## src/rtl/pscpwm_pkg.sv

```systemverilog
package pscpwm_pkg;
    typedef enum logic {
        ST_PARK = 1'b0,
        ST_RUN  = 1'b1
    } pwm_state_t;
endpackage

```

## src/rtl/pscpwm_seq.sv

```systemverilog
module pscpwm_seq
    import pscpwm_pkg::*;
(
    input  logic clk,
    input  logic rst,
    input  logic en,
    output logic advance,
    output logic clear
);
    pwm_state_t st_q;
    pwm_state_t st_d;

    always_ff @(posedge clk) begin
        if (rst) st_q <= ST_PARK;
        else     st_q <= st_d;
    end

    always_comb begin
        st_d = st_q;
        unique case (st_q)
            ST_PARK: if (en)  st_d = ST_RUN;
            ST_RUN:  if (!en) st_d = ST_PARK;
            default: st_d = ST_PARK;
        endcase
    end

    always_comb begin
        advance = 1'b0;
        clear   = 1'b1;
        unique case (st_q)
            ST_PARK: begin
                advance = 1'b0;
                clear   = 1'b1;
            end
            ST_RUN: begin
                advance = en;
                clear   = !en;
            end
            default: begin
                advance = 1'b0;
                clear   = 1'b1;
            end
        endcase
    end
endmodule

```

## src/rtl/pscpwm_phase.sv

```systemverilog
module pscpwm_phase #(
    parameter int PH_W = 9
) (
    input  logic            clk,
    input  logic            rst,
    input  logic            advance,
    input  logic            clear,
    input  logic [PH_W-1:0] step,
    output logic [PH_W-1:0] phase
);
    always_ff @(posedge clk) begin
        if (rst || clear) phase <= '0;
        else if (advance) phase <= phase + step;
    end
endmodule

```

## src/rtl/pscpwm_carrier.sv

```systemverilog
module pscpwm_carrier #(
    parameter int REF_W  = 8,
    parameter int OFFSET = 0
) (
    input  logic        [REF_W:0] phase,
    output logic signed [REF_W:0] carrier
);
    localparam int PH_W = REF_W + 1;
    localparam logic [PH_W-1:0] OFF_V = PH_W'(OFFSET);
    localparam logic signed [PH_W:0] MID = (PH_W+1)'(1 << (REF_W - 1));

    logic        [PH_W-1:0] shifted;
    logic        [PH_W-1:0] folded;
    logic signed [PH_W:0]   wide;

    always_comb begin
        shifted = phase + OFF_V;
        // upper half of the phase circle counts back down
        folded  = shifted[PH_W-1] ? (~shifted + 1'b1) : shifted;
        wide    = $signed({1'b0, folded}) - MID;
        carrier = wide[PH_W-1:0];
    end
endmodule

```

## src/rtl/pscpwm_cell.sv

```systemverilog
module pscpwm_cell #(
    parameter int REF_W = 8
) (
    input  logic                clk,
    input  logic                rst,
    input  logic                clear,
    input  logic signed [REF_W-1:0] ref_in,
    input  logic signed [REF_W:0]   car_a,
    input  logic signed [REF_W:0]   car_b,
    output logic                nxt_a,
    output logic                nxt_b,
    output logic                gate_a,
    output logic                gate_b
);
    logic signed [REF_W:0] ref_x;

    always_comb begin
        ref_x = {ref_in[REF_W-1], ref_in};
        nxt_a = !clear && (ref_x > car_a);
        nxt_b = !clear && (ref_x < car_b);
    end

    always_ff @(posedge clk) begin
        if (rst) begin
            gate_a <= 1'b0;
            gate_b <= 1'b0;
        end else begin
            gate_a <= nxt_a;
            gate_b <= nxt_b;
        end
    end
endmodule

```

## src/rtl/pscpwm_gen.sv

```systemverilog
module pscpwm_gen #(
    parameter int CELLS = 3,
    parameter int REF_W = 8,
    localparam int PH_W  = REF_W + 1,
    localparam int LVL_W = $clog2(CELLS + 1) + 1
) (
    input  logic                    clk,
    input  logic                    rst,
    input  logic                    en,
    input  logic signed [REF_W-1:0] ref_in,
    input  logic [PH_W-1:0]         carrier_step,
    output logic [CELLS-1:0]        leg_a,
    output logic [CELLS-1:0]        leg_a_n,
    output logic [CELLS-1:0]        leg_b,
    output logic [CELLS-1:0]        leg_b_n,
    output logic signed [LVL_W-1:0] level
);
    localparam int NCAR = 2 * CELLS;
    localparam int MOD  = 1 << PH_W;
    localparam logic signed [LVL_W-1:0] ONE = LVL_W'(1);

    logic                   advance;
    logic                   clear;
    logic [PH_W-1:0]        phase;
    logic signed [PH_W-1:0] car [NCAR];
    logic [CELLS-1:0]       nxt_a;
    logic [CELLS-1:0]       nxt_b;
    logic signed [LVL_W-1:0] lvl_d;

    pscpwm_seq u_seq (
        .clk     (clk),
        .rst     (rst),
        .en      (en),
        .advance (advance),
        .clear   (clear)
    );

    pscpwm_phase #(.PH_W(PH_W)) u_phase (
        .clk     (clk),
        .rst     (rst),
        .advance (advance),
        .clear   (clear),
        .step    (carrier_step),
        .phase   (phase)
    );

    for (genvar k = 0; k < NCAR; k++) begin : g_car
        pscpwm_carrier #(
            .REF_W  (REF_W),
            .OFFSET ((k * MOD) / NCAR)
        ) u_car (
            .phase   (phase),
            .carrier (car[k])
        );
    end

    for (genvar i = 0; i < CELLS; i++) begin : g_cell
        pscpwm_cell #(.REF_W(REF_W)) u_cell (
            .clk    (clk),
            .rst    (rst),
            .clear  (clear),
            .ref_in (ref_in),
            .car_a  (car[i]),
            .car_b  (car[i + CELLS]),
            .nxt_a  (nxt_a[i]),
            .nxt_b  (nxt_b[i]),
            .gate_a (leg_a[i]),
            .gate_b (leg_b[i])
        );
    end

    always_comb begin
        lvl_d = '0;
        for (int i = 0; i < CELLS; i++) begin
            if (nxt_a[i]) lvl_d = lvl_d + ONE;
            if (nxt_b[i]) lvl_d = lvl_d - ONE;
        end
    end

    always_ff @(posedge clk) begin
        if (rst) level <= '0;
        else     level <= lvl_d;
    end

    assign leg_a_n = ~leg_a;
    assign leg_b_n = ~leg_b;
endmodule

```

## config.mk

```make
export PLATFORM = sky130hd
export DESIGN_NAME = pscpwm_gen
export DESIGN_NICKNAME = d
export VERILOG_FILES = /design/src/rtl/pscpwm_pkg.sv /design/src/rtl/pscpwm_seq.sv /design/src/rtl/pscpwm_phase.sv /design/src/rtl/pscpwm_carrier.sv /design/src/rtl/pscpwm_cell.sv /design/src/rtl/pscpwm_gen.sv
export SDC_FILE = /design/constraint.sdc
export NUM_CORES = 1
export LEC_CHECK = 0
export CAP_MARGIN = 20
export CORE_UTILIZATION = 60
export CTS_BUF_LIST = sky130_fd_sc_hd__clkbuf_4 sky130_fd_sc_hd__clkbuf_8
export CTS_CLUSTER_SIZE = 12
export DETAILED_ROUTE_END_ITERATION = 8
export HOLD_SLACK_MARGIN = 0.1
export PLACE_DENSITY = 0.81
export SKIP_LAST_GASP = 1
export SLEW_MARGIN = 20
export SYNTH_ARGS = -nofsm -noshare
export SYNTH_HDL_FRONTEND = slang
export SYNTH_SLANG_ARGS = --single-unit
```

## constraint.sdc

```tcl
create_clock -name clk -period 6.9 [get_ports clk]
set_input_delay 1.38 -clock clk [delete_from_list [all_inputs] [get_ports clk]]
set_output_delay 1.38 -clock clk [all_outputs]
set_load 0.05 [all_outputs]
```

==> load_flow_metrics.sql <==
INSERT INTO impl_metrics (metric_group, metric, value, unit) VALUES
('min_path', 'min_path_type', 'register to register', ''),
('critical_path', 'timing.critical_path.from_type', 'register', ''),
('sta', 'finalWorstPathRequiredPeriod', '5730', 'ps'),
('route', 'avgRoutedWirePerCell', '14.8', 'um'),
('sta', 'unrepaired_setup_endpoints_after_global_routing', 'no', ''),
('job', 'drv_cap', '0', ''),
('layout', 'final_area', '3800', 'um^2'),
('floorplan', 'num_io_pins', '35', ''),
('synth', 'synth_cell_types', '58', ''),
('critical_path', 'critPathMaxStageDelay', '690', 'ps'),
('synth', 'synth.ff_latch_count', '19', ''),
('sta', 'finalCritPeriodShare', '83.0', '%'),
('critical_path', 'crit_fanout', '11', ''),
('layout', 'layout.nets', '553', ''),
('sta', 'final_hold_viol_count', '0', ''),
('layout', 'mostFrequentLayoutCell', 'ha_1', ''),
('clock_network', 'buffers_from_clock_root_to_sink_at_most', '2', ''),
('grt', 'initial_antenna_violation_count', '0', ''),
('layout', 'area_growth_syn_to_layout', '10.7', '%'),
('power', 'p_total', '0.000370', 'W'),
('critical_path', 'worst_setup_path_end_kind', 'register', ''),
('grt', 'overflow', '0', ''),
('sta', 'timing.final.setup_violations', '0', ''),
('synth', 'syn_area_per_cell', '7.85', 'um^2'),
('clock_network', 'clk_root_buffer_cell', 'clkbuf_8', ''),
('synth', 'async_s_r_ff_share_synth', '0', '%'),
('synth', 'synth_area', '3430', 'um^2'),
('sta', 'max_freq', '0.175', 'GHz'),
('critical_path', 'cell_type_group_with_the_largest_total_delay_on_the_critical_path', 'adder cells', ''),
('critical_path', 'critPathRequiredTime', '7040', 'ps'),
('grt', 'grt_first_pass_wirelength', '13600', 'um'),
('critical_path', 'worst_path_max_delay_cell', 'dfxtp_1', ''),
('layout', 'post_route_cells_drive_above_1_share', '4.15', '%'),
('sta', 'totalNegativeSetupSlack', '0', 'ps'),
('route', 'antenna_violating_nets_post_route', '0', ''),
('route', 'routed_via_count', '3106', ''),
('route', 'wirelength', '7850', 'um'),
('clock_network', 'cts_buffers', '3', ''),
('critical_path', 'worstPathCellList', 'clkinv_1 > xnor2_1 > nor4_1 > nor4b_2 > nor2_1 > xnor2_1 > ha_1 > nand3_1 > o311ai_0 > a21oi_1 > a21oi_2 > fa_1 > xnor2_1 > ha_1 > mux2i_1 > ha_1 > and3_1 > o221ai_1 > xor2_1 > xnor2_1 > nor2_1', ''),
('route', 'dr.first_iter.drc_count', '126', ''),
('place', 'detailedPlace.worstSlack', '1170', 'ps'),
('critical_path', 'crit_buf_inv', '1', ''),
('layout', 'multi_input_area', '2830', 'um^2'),
('place', 'gp_routability_congestion', '0.992', ''),
('floorplan', 'fp.dieArea', '6020', 'um^2'),
('clock_network', 'clk_latency', '260', 'ps'),
('power', 'peakVddDrop', '0.0860', 'mV'),
('synth', 'syn_nets', '531', ''),
('route', 'drt-pass1-iter-count', '4', ''),
('outcome', 'status', 'finished, final reports clean', ''),
('power', 'pwr_per_cell_area', '97.4', 'nW/um^2'),
('sta', 'report.final.slew_viol_count', '0', ''),
('grt', 'track_usage', '28.4', '%'),
('synth', 'ys.flop_type', 'dfxtp_1', ''),
('power', 'static-leakage-power', '1.61', 'nW'),
('grt', 'first_global_vias', '2989', ''),
('clock_network', 'cts_sinks', '19', ''),
('critical_path', 'setup.worst_path.class', 'register to register', ''),
('clock_network', 'clock_tree.htree_level_count', '1', ''),
('synth', 'synth_cells', '437', ''),
('critical_path', 'worst_ep_arrival_time', '5870', 'ps'),
('place', 'placedInstanceArea', '3750', 'um^2'),
('layout', 'final_cell_count_no_fill', '530', ''),
('floorplan', 'fp.coreArea', '5510', 'um^2'),
('grt', 'largest_net_degree_at_the_start_of_global_routing', '16', ''),
('floorplan', 'rows', '27', ''),
('route', 'drc', '0', ''),
('clock_network', 'postCtsSetupBuffers', '0', ''),
('critical_path', 'worst_path_most_repeated_cell', 'xnor2_1', ''),
('clock_network', 'clock_tree_from_tritoncts', 'done', ''),
('clock_network', 'cts_resized', '0', '');
where the power goes:
part           switching, W   total, W  internal [W]
sequential       0.00000417   0.000118      0.000113
combinational     0.0000977   0.000175     0.0000770
clock             0.0000375  0.0000776     0.0000402
total              0.000139   0.000370      0.000231
final timing paths:
| check | start | end | slack [ps] | cells past startpoint |
|---|---|---|---|---|
| min reg2reg | u_seq.st_q$_SDFF_PP0_ | level[2]$_SDFF_PP0_ | 850 | 5 |
| max | u_phase.phase[3]$_SDFFE_PP0P_ | level[2]$_SDFF_PP0_ | 1170 | 21 |
| min | u_seq.st_q$_SDFF_PP0_ | level[2]$_SDFF_PP0_ | 850 | 5 |
| max reg2reg | u_phase.phase[3]$_SDFFE_PP0P_ | level[2]$_SDFF_PP0_ | 1170 | 21 |
sequential cells by signal (all words and copies together) (netlist names):
| signal | flops |
|---|---|
| level | 3 |
| g_cell.u_cell.gate_a | 3 |
| u_phase.phase | 9 |
| g_cell.u_cell.gate_b | 3 |
| u_seq.st_q | 1 |
Yosys cell counts, types with 4 or more instances:
| cell type | n | area, um^2 |
|---|---|---|
| a21o_1 | 6 | 45.0 |
| a21oi_1 | 26 | 130 |
| buf_4 | 7 | 52.6 |
| clkbuf_1 | 5 | 18.8 |
| dfxtp_1 | 19 | 380 |
| ha_1 | 72 | 901 |
| inv_1 | 25 | 93.8 |
| mux2i_1 | 6 | 60.1 |
| nand2_1 | 30 | 113 |
| nand2b_1 | 10 | 62.6 |
| nand3_1 | 7 | 35.0 |
| nor2_1 | 50 | 188 |
| nor2b_1 | 7 | 43.8 |
| nor3_1 | 11 | 55.1 |
| o211ai_1 | 4 | 30.0 |
| o21a_1 | 4 | 30.0 |
| o21ai_0 | 23 | 115 |
| xnor2_1 | 45 | 394 |
| xor2_1 | 15 | 131 |
cell type report:
| cell class | count | share of cell area, % |
|---|---|---|
| multi-input combinational | 372 | 74.4 |
| tap | 72 | 2.37 |
| timing repair buffer | 36 | 9.35 |
| clock inverter | 1 | 0.132 |
| inverter | 27 | 2.67 |
| sequential | 19 | 10.0 |
| clock buffer | 3 | 1.09 |
metrics by stage:
step | util [%] | hold WS [ps]
5_1_grt | 69.0 | 910
6_report | 69.0 | 851
3_3_place_gp | 68.1 | 806
4_1_cts | 69.0 | 829
2_1_floorplan | - | 605
3_5_place_dp | 68.1 | 822
cell families (layout without fill, tap and decap cells):
| family | Yosys count | in the layout | synth area share (%) |
|---|---|---|---|
| compound gates | 86 | 86 | 15.8 |
| simple gates | 144 | 144 | 21.2 |
| flops | 19 | 19 | 11.1 |
| xor+xnor | 61 | 61 | 15.8 |
| fa+ha+maj | 74 | 74 | 27.4 |
| mux | 7 | 7 | 2.08 |
| buf+inv | 46 | 67 | 6.56 |
tightest hold or removal path, delay by kind of cell (launching register included):
kind / cells / cell delay, ps
simple gates: 2 / 180
compound gates: 1 / 70
flops: 1 / 330
xor+xnor: 2 / 240
per-layer routing:
metal	vias to the layer above	track usage, %	wire length [um]
met5	-	0	0
met4	0	14.9	313
met3	22	4.47	452
met2	88	48.8	3680
met1	1442	33.6	3410
li1	1554	-	-
No activity file was read; power rests on OpenSTA's default activity.
